`config.mk`:
```
export PLATFORM = sky130hd
export DESIGN_NAME = rld_timer16
export DESIGN_NICKNAME = d
export VERILOG_FILES = /design/src/rtl/rld_timer16_pkg.sv /design/src/rtl/rld_timer16_edge.sv /design/src/rtl/rld_timer16_presc.sv /design/src/rtl/rld_timer16_core.sv /design/src/rtl/rld_timer16.sv
export SDC_FILE = /design/constraint.sdc
export NUM_CORES = 1
export LEC_CHECK = 0
export BUFFER_PORTS_ARGS = -buffer_cell sky130_fd_sc_hd__clkbuf_2
export CAP_MARGIN = 20
export CORE_UTILIZATION = 61
export DETAILED_ROUTE_END_ITERATION = 12
export PLACE_DENSITY = 0.81
export SYNTH_ARGS = -nofsm -noshare
export SYNTH_HDL_FRONTEND = slang
export SYNTH_SLANG_ARGS = --single-unit
```
`constraint.sdc`:
```
create_clock -name clk -period 3.4 [get_ports clk]
set_clock_uncertainty 0.1 [all_clocks]
set_input_delay 0.68 -clock clk [delete_from_list [all_inputs] [get_ports clk]]
set_output_delay 0.68 -clock clk [all_outputs]
set_load 0.01 [all_outputs]
```
`src/rtl/rld_timer16_pkg.sv`:
```
package rld_timer16_pkg;

    localparam int DATA_W = 8;
    localparam int CNT_W  = 16;
    localparam int ADDR_W = 3;

    localparam logic [ADDR_W-1:0] A_CTRL   = 3'd0;
    localparam logic [ADDR_W-1:0] A_CNT_LO = 3'd1;
    localparam logic [ADDR_W-1:0] A_CNT_HI = 3'd2;
    localparam logic [ADDR_W-1:0] A_RLD_LO = 3'd3;
    localparam logic [ADDR_W-1:0] A_RLD_HI = 3'd4;
    localparam logic [ADDR_W-1:0] A_FLAGS  = 3'd5;

    typedef struct packed {
        logic rsv;
        logic rx_baud;
        logic tx_baud;
        logic updown;
        logic ext_en;
        logic cap_sel;
        logic ext_src;
        logic run;
    } ctrl_t;

    typedef enum logic [1:0] {
        M_RELOAD  = 2'd0,
        M_CAPTURE = 2'd1,
        M_UPDOWN  = 2'd2,
        M_BAUD    = 2'd3
    } mode_e;

    // baud overrides capture, capture overrides up/down
    function automatic mode_e pick_mode(ctrl_t c);
        if (c.tx_baud || c.rx_baud) return M_BAUD;
        if (c.cap_sel)              return M_CAPTURE;
        if (c.updown)               return M_UPDOWN;
        return M_RELOAD;
    endfunction

    function automatic logic [CNT_W-1:0] put_byte(logic [CNT_W-1:0] v, logic hi,
                                                   logic [DATA_W-1:0] b);
        logic [CNT_W-1:0] r;
        r = v;
        if (hi) r[CNT_W-1:DATA_W] = b;
        else    r[DATA_W-1:0]     = b;
        return r;
    endfunction

endpackage

```
`src/rtl/rld_timer16_edge.sv`:
```
module rld_timer16_edge #(
    parameter int STAGES = 2
) (
    input  logic clk,
    input  logic rst,
    input  logic pin,
    output logic level,
    output logic fall
);
    logic [STAGES-1:0] chain;
    logic              last;

    always_ff @(posedge clk) begin
        if (rst) begin
            chain <= '1;
            last  <= 1'b1;
        end else begin
            chain <= {chain[STAGES-2:0], pin};
            last  <= chain[STAGES-1];
        end
    end

    assign level = chain[STAGES-1];
    assign fall  = last & ~chain[STAGES-1];

    AST_FALL_ONCE: assert property (@(posedge clk) disable iff (rst)
        fall |=> !fall);

endmodule

```
`src/rtl/rld_timer16_presc.sv`:
```
module rld_timer16_presc #(
    parameter int NORM_DIV = 12,
    parameter int BAUD_DIV = 2
) (
    input  logic clk,
    input  logic rst,
    input  logic en,
    input  logic fast,
    output logic tick
);
    localparam int W = (NORM_DIV > 2) ? $clog2(NORM_DIV) : 1;
    localparam logic [W-1:0] LIM_N = W'(NORM_DIV - 1);
    localparam logic [W-1:0] LIM_B = W'(BAUD_DIV - 1);

    logic [W-1:0] pre_q;
    logic [W-1:0] lim;

    assign lim  = fast ? LIM_B : LIM_N;
    assign tick = en && (pre_q >= lim);

    always_ff @(posedge clk) begin
        if (rst || !en)  pre_q <= '0;
        else if (tick)   pre_q <= '0;
        else             pre_q <= pre_q + 1'b1;
    end

    AST_TICK_SPACED: assert property (@(posedge clk) disable iff (rst)
        tick |=> !tick);

endmodule

```
`src/rtl/rld_timer16_core.sv`:
```
module rld_timer16_core
    import rld_timer16_pkg::*;
(
    input  logic              clk,
    input  logic              rst,
    input  mode_e             mode,
    input  logic              step,
    input  logic              dir_up,
    input  logic              trig_evt,
    input  logic              wr_cnt_lo,
    input  logic              wr_cnt_hi,
    input  logic              wr_rld_lo,
    input  logic              wr_rld_hi,
    input  logic [DATA_W-1:0] wdata,
    input  logic              tx_en,
    input  logic              rx_en,
    output logic [CNT_W-1:0]  cnt_q,
    output logic [CNT_W-1:0]  rld_q,
    output logic              ovf_set,
    output logic              ext_set,
    output logic              tx_tick,
    output logic              rx_tick
);
    localparam logic [CNT_W-1:0] TOP = '1;

    logic             going_up, roll_up, roll_dn, baud_roll, trig_reload;
    logic [CNT_W-1:0] cnt_nx, rld_nx;

    assign going_up    = (mode != M_UPDOWN) || dir_up;
    assign roll_up     = step && going_up && (cnt_q == TOP);
    assign roll_dn     = step && !going_up && (cnt_q == rld_q);
    assign baud_roll   = roll_up && (mode == M_BAUD);
    assign trig_reload = trig_evt && (mode == M_RELOAD);
    assign ovf_set     = (roll_up || roll_dn) && (mode != M_BAUD);
    assign ext_set     = trig_evt && (mode != M_UPDOWN);

    always_comb begin
        cnt_nx = cnt_q;
        if (step) begin
            if (going_up)
                cnt_nx = roll_up ? ((mode == M_CAPTURE) ? '0 : rld_q) : cnt_q + 1'b1;
            else
                cnt_nx = roll_dn ? TOP : cnt_q - 1'b1;
        end
        if (trig_reload) cnt_nx = rld_q;
        if (wr_cnt_lo)   cnt_nx = put_byte(cnt_nx, 1'b0, wdata);
        if (wr_cnt_hi)   cnt_nx = put_byte(cnt_nx, 1'b1, wdata);
    end

    always_comb begin
        rld_nx = rld_q;
        if (wr_rld_lo) rld_nx = put_byte(rld_nx, 1'b0, wdata);
        if (wr_rld_hi) rld_nx = put_byte(rld_nx, 1'b1, wdata);
        if (trig_evt && (mode == M_CAPTURE)) rld_nx = cnt_q;
    end

    always_ff @(posedge clk) begin
        if (rst) begin
            cnt_q   <= '0;
            rld_q   <= '0;
            tx_tick <= 1'b0;
            rx_tick <= 1'b0;
        end else begin
            cnt_q   <= cnt_nx;
            rld_q   <= rld_nx;
            tx_tick <= baud_roll && tx_en;
            rx_tick <= baud_roll && rx_en;
        end
    end

    AST_UP_RELOAD: assert property (@(posedge clk) disable iff (rst)
        (roll_up && mode != M_CAPTURE && !wr_cnt_lo && !wr_cnt_hi)
        |=> cnt_q == $past(rld_q));

    AST_DOWN_WRAP: assert property (@(posedge clk) disable iff (rst)
        (roll_dn && !wr_cnt_lo && !wr_cnt_hi) |=> cnt_q == TOP);

    AST_CAPTURE_COPY: assert property (@(posedge clk) disable iff (rst)
        (trig_evt && mode == M_CAPTURE) |=> rld_q == $past(cnt_q));

    AST_TX_PULSE: assert property (@(posedge clk) disable iff (rst)
        tx_tick |=> !tx_tick);

    AST_RX_PULSE: assert property (@(posedge clk) disable iff (rst)
        rx_tick |=> !rx_tick);

endmodule

```
`src/rtl/rld_timer16.sv`:
```
module rld_timer16
    import rld_timer16_pkg::*;
#(
    parameter int NORM_DIV    = 12,
    parameter int BAUD_DIV    = 2,
    parameter int SYNC_STAGES = 2
) (
    input  logic              clk,
    input  logic              rst,
    input  logic              wr_en,
    input  logic [ADDR_W-1:0] wr_addr,
    input  logic [DATA_W-1:0] wr_data,
    input  logic [ADDR_W-1:0] rd_addr,
    output logic [DATA_W-1:0] rd_data,
    input  logic              cnt_pin,
    input  logic              trig_pin,
    output logic              ovf_flag,
    output logic              ext_flag,
    output logic              tx_tick,
    output logic              rx_tick
);
    ctrl_t            ctrl_q;
    mode_e            mode;
    logic             ovf_q, ext_q;
    logic             cnt_fall, cnt_lvl, trig_fall, trig_lvl;
    logic             pre_tick, step, trig_evt;
    logic             ovf_set, ext_set, flag_wr;
    logic [CNT_W-1:0] cnt_v, rld_v;

    assign mode    = pick_mode(ctrl_q);
    assign flag_wr = wr_en && (wr_addr == A_FLAGS);

    rld_timer16_edge #(.STAGES(SYNC_STAGES)) u_cnt_edge (
        .clk(clk), .rst(rst), .pin(cnt_pin), .level(cnt_lvl), .fall(cnt_fall));

    rld_timer16_edge #(.STAGES(SYNC_STAGES)) u_trig_edge (
        .clk(clk), .rst(rst), .pin(trig_pin), .level(trig_lvl), .fall(trig_fall));

    rld_timer16_presc #(.NORM_DIV(NORM_DIV), .BAUD_DIV(BAUD_DIV)) u_presc (
        .clk(clk), .rst(rst),
        .en(ctrl_q.run && !ctrl_q.ext_src),
        .fast(mode == M_BAUD),
        .tick(pre_tick));

    assign step     = ctrl_q.run && (ctrl_q.ext_src ? cnt_fall : pre_tick);
    assign trig_evt = trig_fall && ctrl_q.ext_en;

    rld_timer16_core u_core (
        .clk(clk), .rst(rst), .mode(mode), .step(step), .dir_up(trig_lvl),
        .trig_evt(trig_evt),
        .wr_cnt_lo(wr_en && wr_addr == A_CNT_LO),
        .wr_cnt_hi(wr_en && wr_addr == A_CNT_HI),
        .wr_rld_lo(wr_en && wr_addr == A_RLD_LO),
        .wr_rld_hi(wr_en && wr_addr == A_RLD_HI),
        .wdata(wr_data), .tx_en(ctrl_q.tx_baud), .rx_en(ctrl_q.rx_baud),
        .cnt_q(cnt_v), .rld_q(rld_v), .ovf_set(ovf_set), .ext_set(ext_set),
        .tx_tick(tx_tick), .rx_tick(rx_tick));

    always_ff @(posedge clk) begin
        if (rst) begin
            ctrl_q <= '0;
            ovf_q  <= 1'b0;
            ext_q  <= 1'b0;
        end else begin
            if (wr_en && wr_addr == A_CTRL) begin
                ctrl_q     <= ctrl_t'(wr_data);
                ctrl_q.rsv <= 1'b0;
            end
            ovf_q <= ovf_set || (ovf_q && !(flag_wr && !wr_data[0]));
            ext_q <= ext_set || (ext_q && !(flag_wr && !wr_data[1]));
        end
    end

    always_comb begin
        case (rd_addr)
            A_CTRL:   rd_data = ctrl_q;
            A_CNT_LO: rd_data = cnt_v[DATA_W-1:0];
            A_CNT_HI: rd_data = cnt_v[CNT_W-1:DATA_W];
            A_RLD_LO: rd_data = rld_v[DATA_W-1:0];
            A_RLD_HI: rd_data = rld_v[CNT_W-1:DATA_W];
            A_FLAGS:  rd_data = {{(DATA_W-2){1'b0}}, ext_q, ovf_q};
            default:  rd_data = '0;
        endcase
    end

    assign ovf_flag = ovf_q;
    assign ext_flag = ext_q;

    AST_FLAG_SET_WINS: assert property (@(posedge clk) disable iff (rst)
        ovf_set |=> ovf_q);

    AST_EXT_SET_WINS: assert property (@(posedge clk) disable iff (rst)
        ext_set |=> ext_q);

    AST_BAUD_NO_OVF: assert property (@(posedge clk) disable iff (rst)
        (mode == M_BAUD && !ovf_q) |=> !ovf_q);

    AST_BAUD_NO_RELOAD_ON_TRIG: assert property (@(posedge clk) disable iff (rst)
        (mode == M_BAUD && trig_evt && !step && !wr_en) |=> $stable(cnt_v));

endmodule

```
==> results.py <==
metrics = {
    "worst_setup_path": {
        "criticalPathCategory": "reg -> reg",
        "path_buf_inv": 2,
        "cpMaxStageDelayCell": "o211ai_1",
        "crit_fanout": 7,
        "crit_family": "compound AO/OA/AOI/OAI gates",
        "crit_chain": "nor2_1, inv_2, ha_1, a211oi_1, o211ai_1, nand2_1, o21ai_0, buf_4, nor3_1, nor4_1",
        "required_ns": 3.54,
        "cpPeakStageDelay_ns": 0.56,
        "critPathLaunchType": "flop",
        "critPathArrivalTime_ns": 3.30,
        "endpoint_kind": "flop",
    },
    "clocking": {
        "insertion_delay_ns": 0.32,
        "numCtsBuffers": 5,
        "cts_resized": 0,
        "cts.path.max_buffers": 2,
        "cts_tree": "done",
        "cts_setup_buffers": 0,
        "cts.htree.levels": 2,
        "hold_buffers": 0,
        "root_buffer": "clkbuf_8",
        "clock-sinks": 53,
        "clkTransAtPathRegs_ns": 0.11,
    },
    "timing": {
        "slew_headroom": 0.305,
        "holdWs_ns": 0.335,
        "rsz0062_at_grt": "no",
        "fin_crit_ns": 3.16,
        "hold_viol_final": 0,
        "tightestPinTransition_ns": 1.04,
        "setup_viol": 0,
        "slew_violations": 0,
        "fmax_mhz": 316,
        "fin_crit_sh": 0.930,
        "final.setup.tns_ns": 0,
    },
    "route": {
        "viasPerCell": 7.18,
        "drtPass1Iterations": 5,
        "vias": 4377,
        "routed_wirelength_mm": 14.0,
        "drt_iter0_drc": 545,
        "postRouteAntennaNets": 0,
        "wl_per_cell_um": 23.0,
        "drc_errors": 0,
    },
    "synth": {
        "synth_area_um2": 4030,
        "synth_area_leader_cell": "dfxtp_1",
        "ys.flop_type": "dfxtp_1",
        "synth_top_area_share": 0.263,
        "avgSynthCellArea_um2": 7.86,
        "yosys_warnings": 0,
        "syn-num-nets": 537,
        "ys_seq_area_frac": 0.263,
        "ys_types": 71,
        "synthArstFlopShare": 0,
        "synthTopCellsByArea": "dfxtp_1 (26%), mux2i_1 (8.2%), xor2_1 (5.9%)",
        "ys_ff_latch": 53,
        "syn-instance-count": 513,
        "synth_edf_count": 0,
    },
    "grt": {
        "grt_max_degree": 33,
        "grt.overflow.total": 0,
        "grt_pass1_vias": 4121,
        "grt_usage": 0.407,
        "antenna_found_initial": 0,
        "grt_pass1_wl_mm": 21.9,
    },
    "flow_run": {
        "maxCapViolCount": 0,
    },
    "placed_design": {
        "place_congestion": 0.994,
        "hpwl_mm": 10.1,
        "numPortBuffers": 30,
        "placedCellCount": 601,
    },
    "pwr": {
        "clkPwrFrac": 0.348,
        "peakVddDrop_mv": 0.252,
        "switchingPower_uw": 399,
        "leakagePower_uw": 0.00185,
        "p_seq_frac": 0.489,
        "p_int_uw": 947,
        "total_power_uw": 1350,
        "p_per_area_nw_per_um2": 305,
        "comb_power_share": 0.163,
        "p_sw_frac": 0.297,
    },
    "floorplanning": {
        "die_h_um": 83.3,
        "die_area_um2": 6940,
        "die_w_um": 83.3,
        "io_pins": 31,
        "initial_utilization": 0.635,
        "core_area_um2": 6350,
        "fp-row-count": 29,
    },
    "layout": {
        "nets": 556,
        "areaGrowthSynthToFinish_pct": 9.49,
        "mostFrequentLayoutCell": "nor2_1",
        "antennaDiodeCount": 0,
        "final_cell_mix": "nor2_1 (61), dfxtp_1 (53), nand2_1 (34)",
        "layoutNonFillerInstCount": 610,
        "nFillCells": 517,
        "drive_gt1_frac": 0.171,
    },
    "status": {
        "status": "finished clean",
    },
    "worst_hold_path": {
        "hp-class": "reg -> reg",
    },
}
==> cell families (layout without fill, tap and decap cells) <==
kind of cell,count (synthesis),count (layout),synth area share
DFF,53,53,0.263
adders and majority gates,5,5,0.0155
xor gates and xnor gates,42,42,0.0912
AOI/OAI and AO/OA,123,123,0.213
buffers and inverters,51,71,0.0509
and+or+nand+nor,202,202,0.268
muxes,37,37,0.0987
==> synth_stat cells, drive strengths merged, types with 4 or more instances <==
cell	n
nor4	20
and2	4
or2	10
o21ai	21
nor2	61
o31ai	4
o211ai	7
inv	8
clkbuf	28
nand3	20
nor3	16
or3	6
buf	15
o22ai	7
nand3b	5
a211oi	25
xnor2	15
mux2i	33
a21oi	24
ha	5
xor2	27
nand2	34
dfxtp	53
nand4	5
==> flip-flops by register name (all words and copies together) (netlist names) <==
| name | flops |
|---|---|
| u_core.rld_q | 16 |
| u_presc.pre_q | 4 |
| u_core.rx_tick | 1 |
| u_cnt_edge.last | 1 |
| u_cnt_edge.chain | 2 |
| ext_flag | 1 |
| ovf_flag | 1 |
| u_core.tx_tick | 1 |
| u_trig_edge.last | 1 |
| ctrl_q | 7 |
| u_core.cnt_q | 16 |
| u_trig_edge.chain | 2 |
==> power by group through the flow <==
| stage | Clock [µW] | Sequential (µW) | Combinational, µW |
|---|---|---|---|
| final | 469 | 658 | 220 |
| after global routing | 490 | 659 | 235 |
| after CTS | 467 | 656 | 214 |
| after detailed placement | 0 | 671 | 212 |
| after global placement | 0 | 670 | 210 |
| after floorplan | 0 | 658 | 149 |
==> final timing paths <==
path / depth (start not counted) / endpoint / slack [ns] / start
worst max-delay path: 10 / u_core.cnt_q[11] / 0.24 / ctrl_q[5]
worst min-delay path: 1 / u_cnt_edge.chain[1] / 0.33 / u_cnt_edge.chain[0]
worst max register to register: 10 / u_core.cnt_q[11] / 0.24 / ctrl_q[5]
worst min register to register: 1 / u_cnt_edge.chain[1] / 0.33 / u_cnt_edge.chain[0]
==> area by class of cell <==
| type | instances | area (µm²) | share of cell area |
|---|---|---|---|
| repair buffers | 55 | 345 | 0.0782 |
| clock buffers | 5 | 68.8 | 0.0156 |
| clock inverters | 3 | 47.5 | 0.0108 |
| inverters | 8 | 30.0 | 0.00680 |
| multi-input cells | 409 | 2770 | 0.627 |
| well taps | 77 | 96.3 | 0.0218 |
| flip-flops and latches | 53 | 1060 | 0.240 |
==> routing by layer <==
metal	GRT usage	up-vias	part of all wire
met3	0.0736	79	0.12
met1	0.524	2028	0.38
met5	0	-	0
met2	0.643	348	0.45
met4	0.221	0	0.055
li1	-	1922	-
==> through the flow <==
stage	area (µm²)	worst slack, ns	util
after global placement	4280	0.491	0.675
after floorplan	4030	0.736	-
after CTS	4400	0.361	0.693
final	4420	0.240	0.695
after detailed placement	4280	0.389	0.675
after global routing	4420	0.140	0.695
No activity file was read; power rests on OpenSTA's default activity.
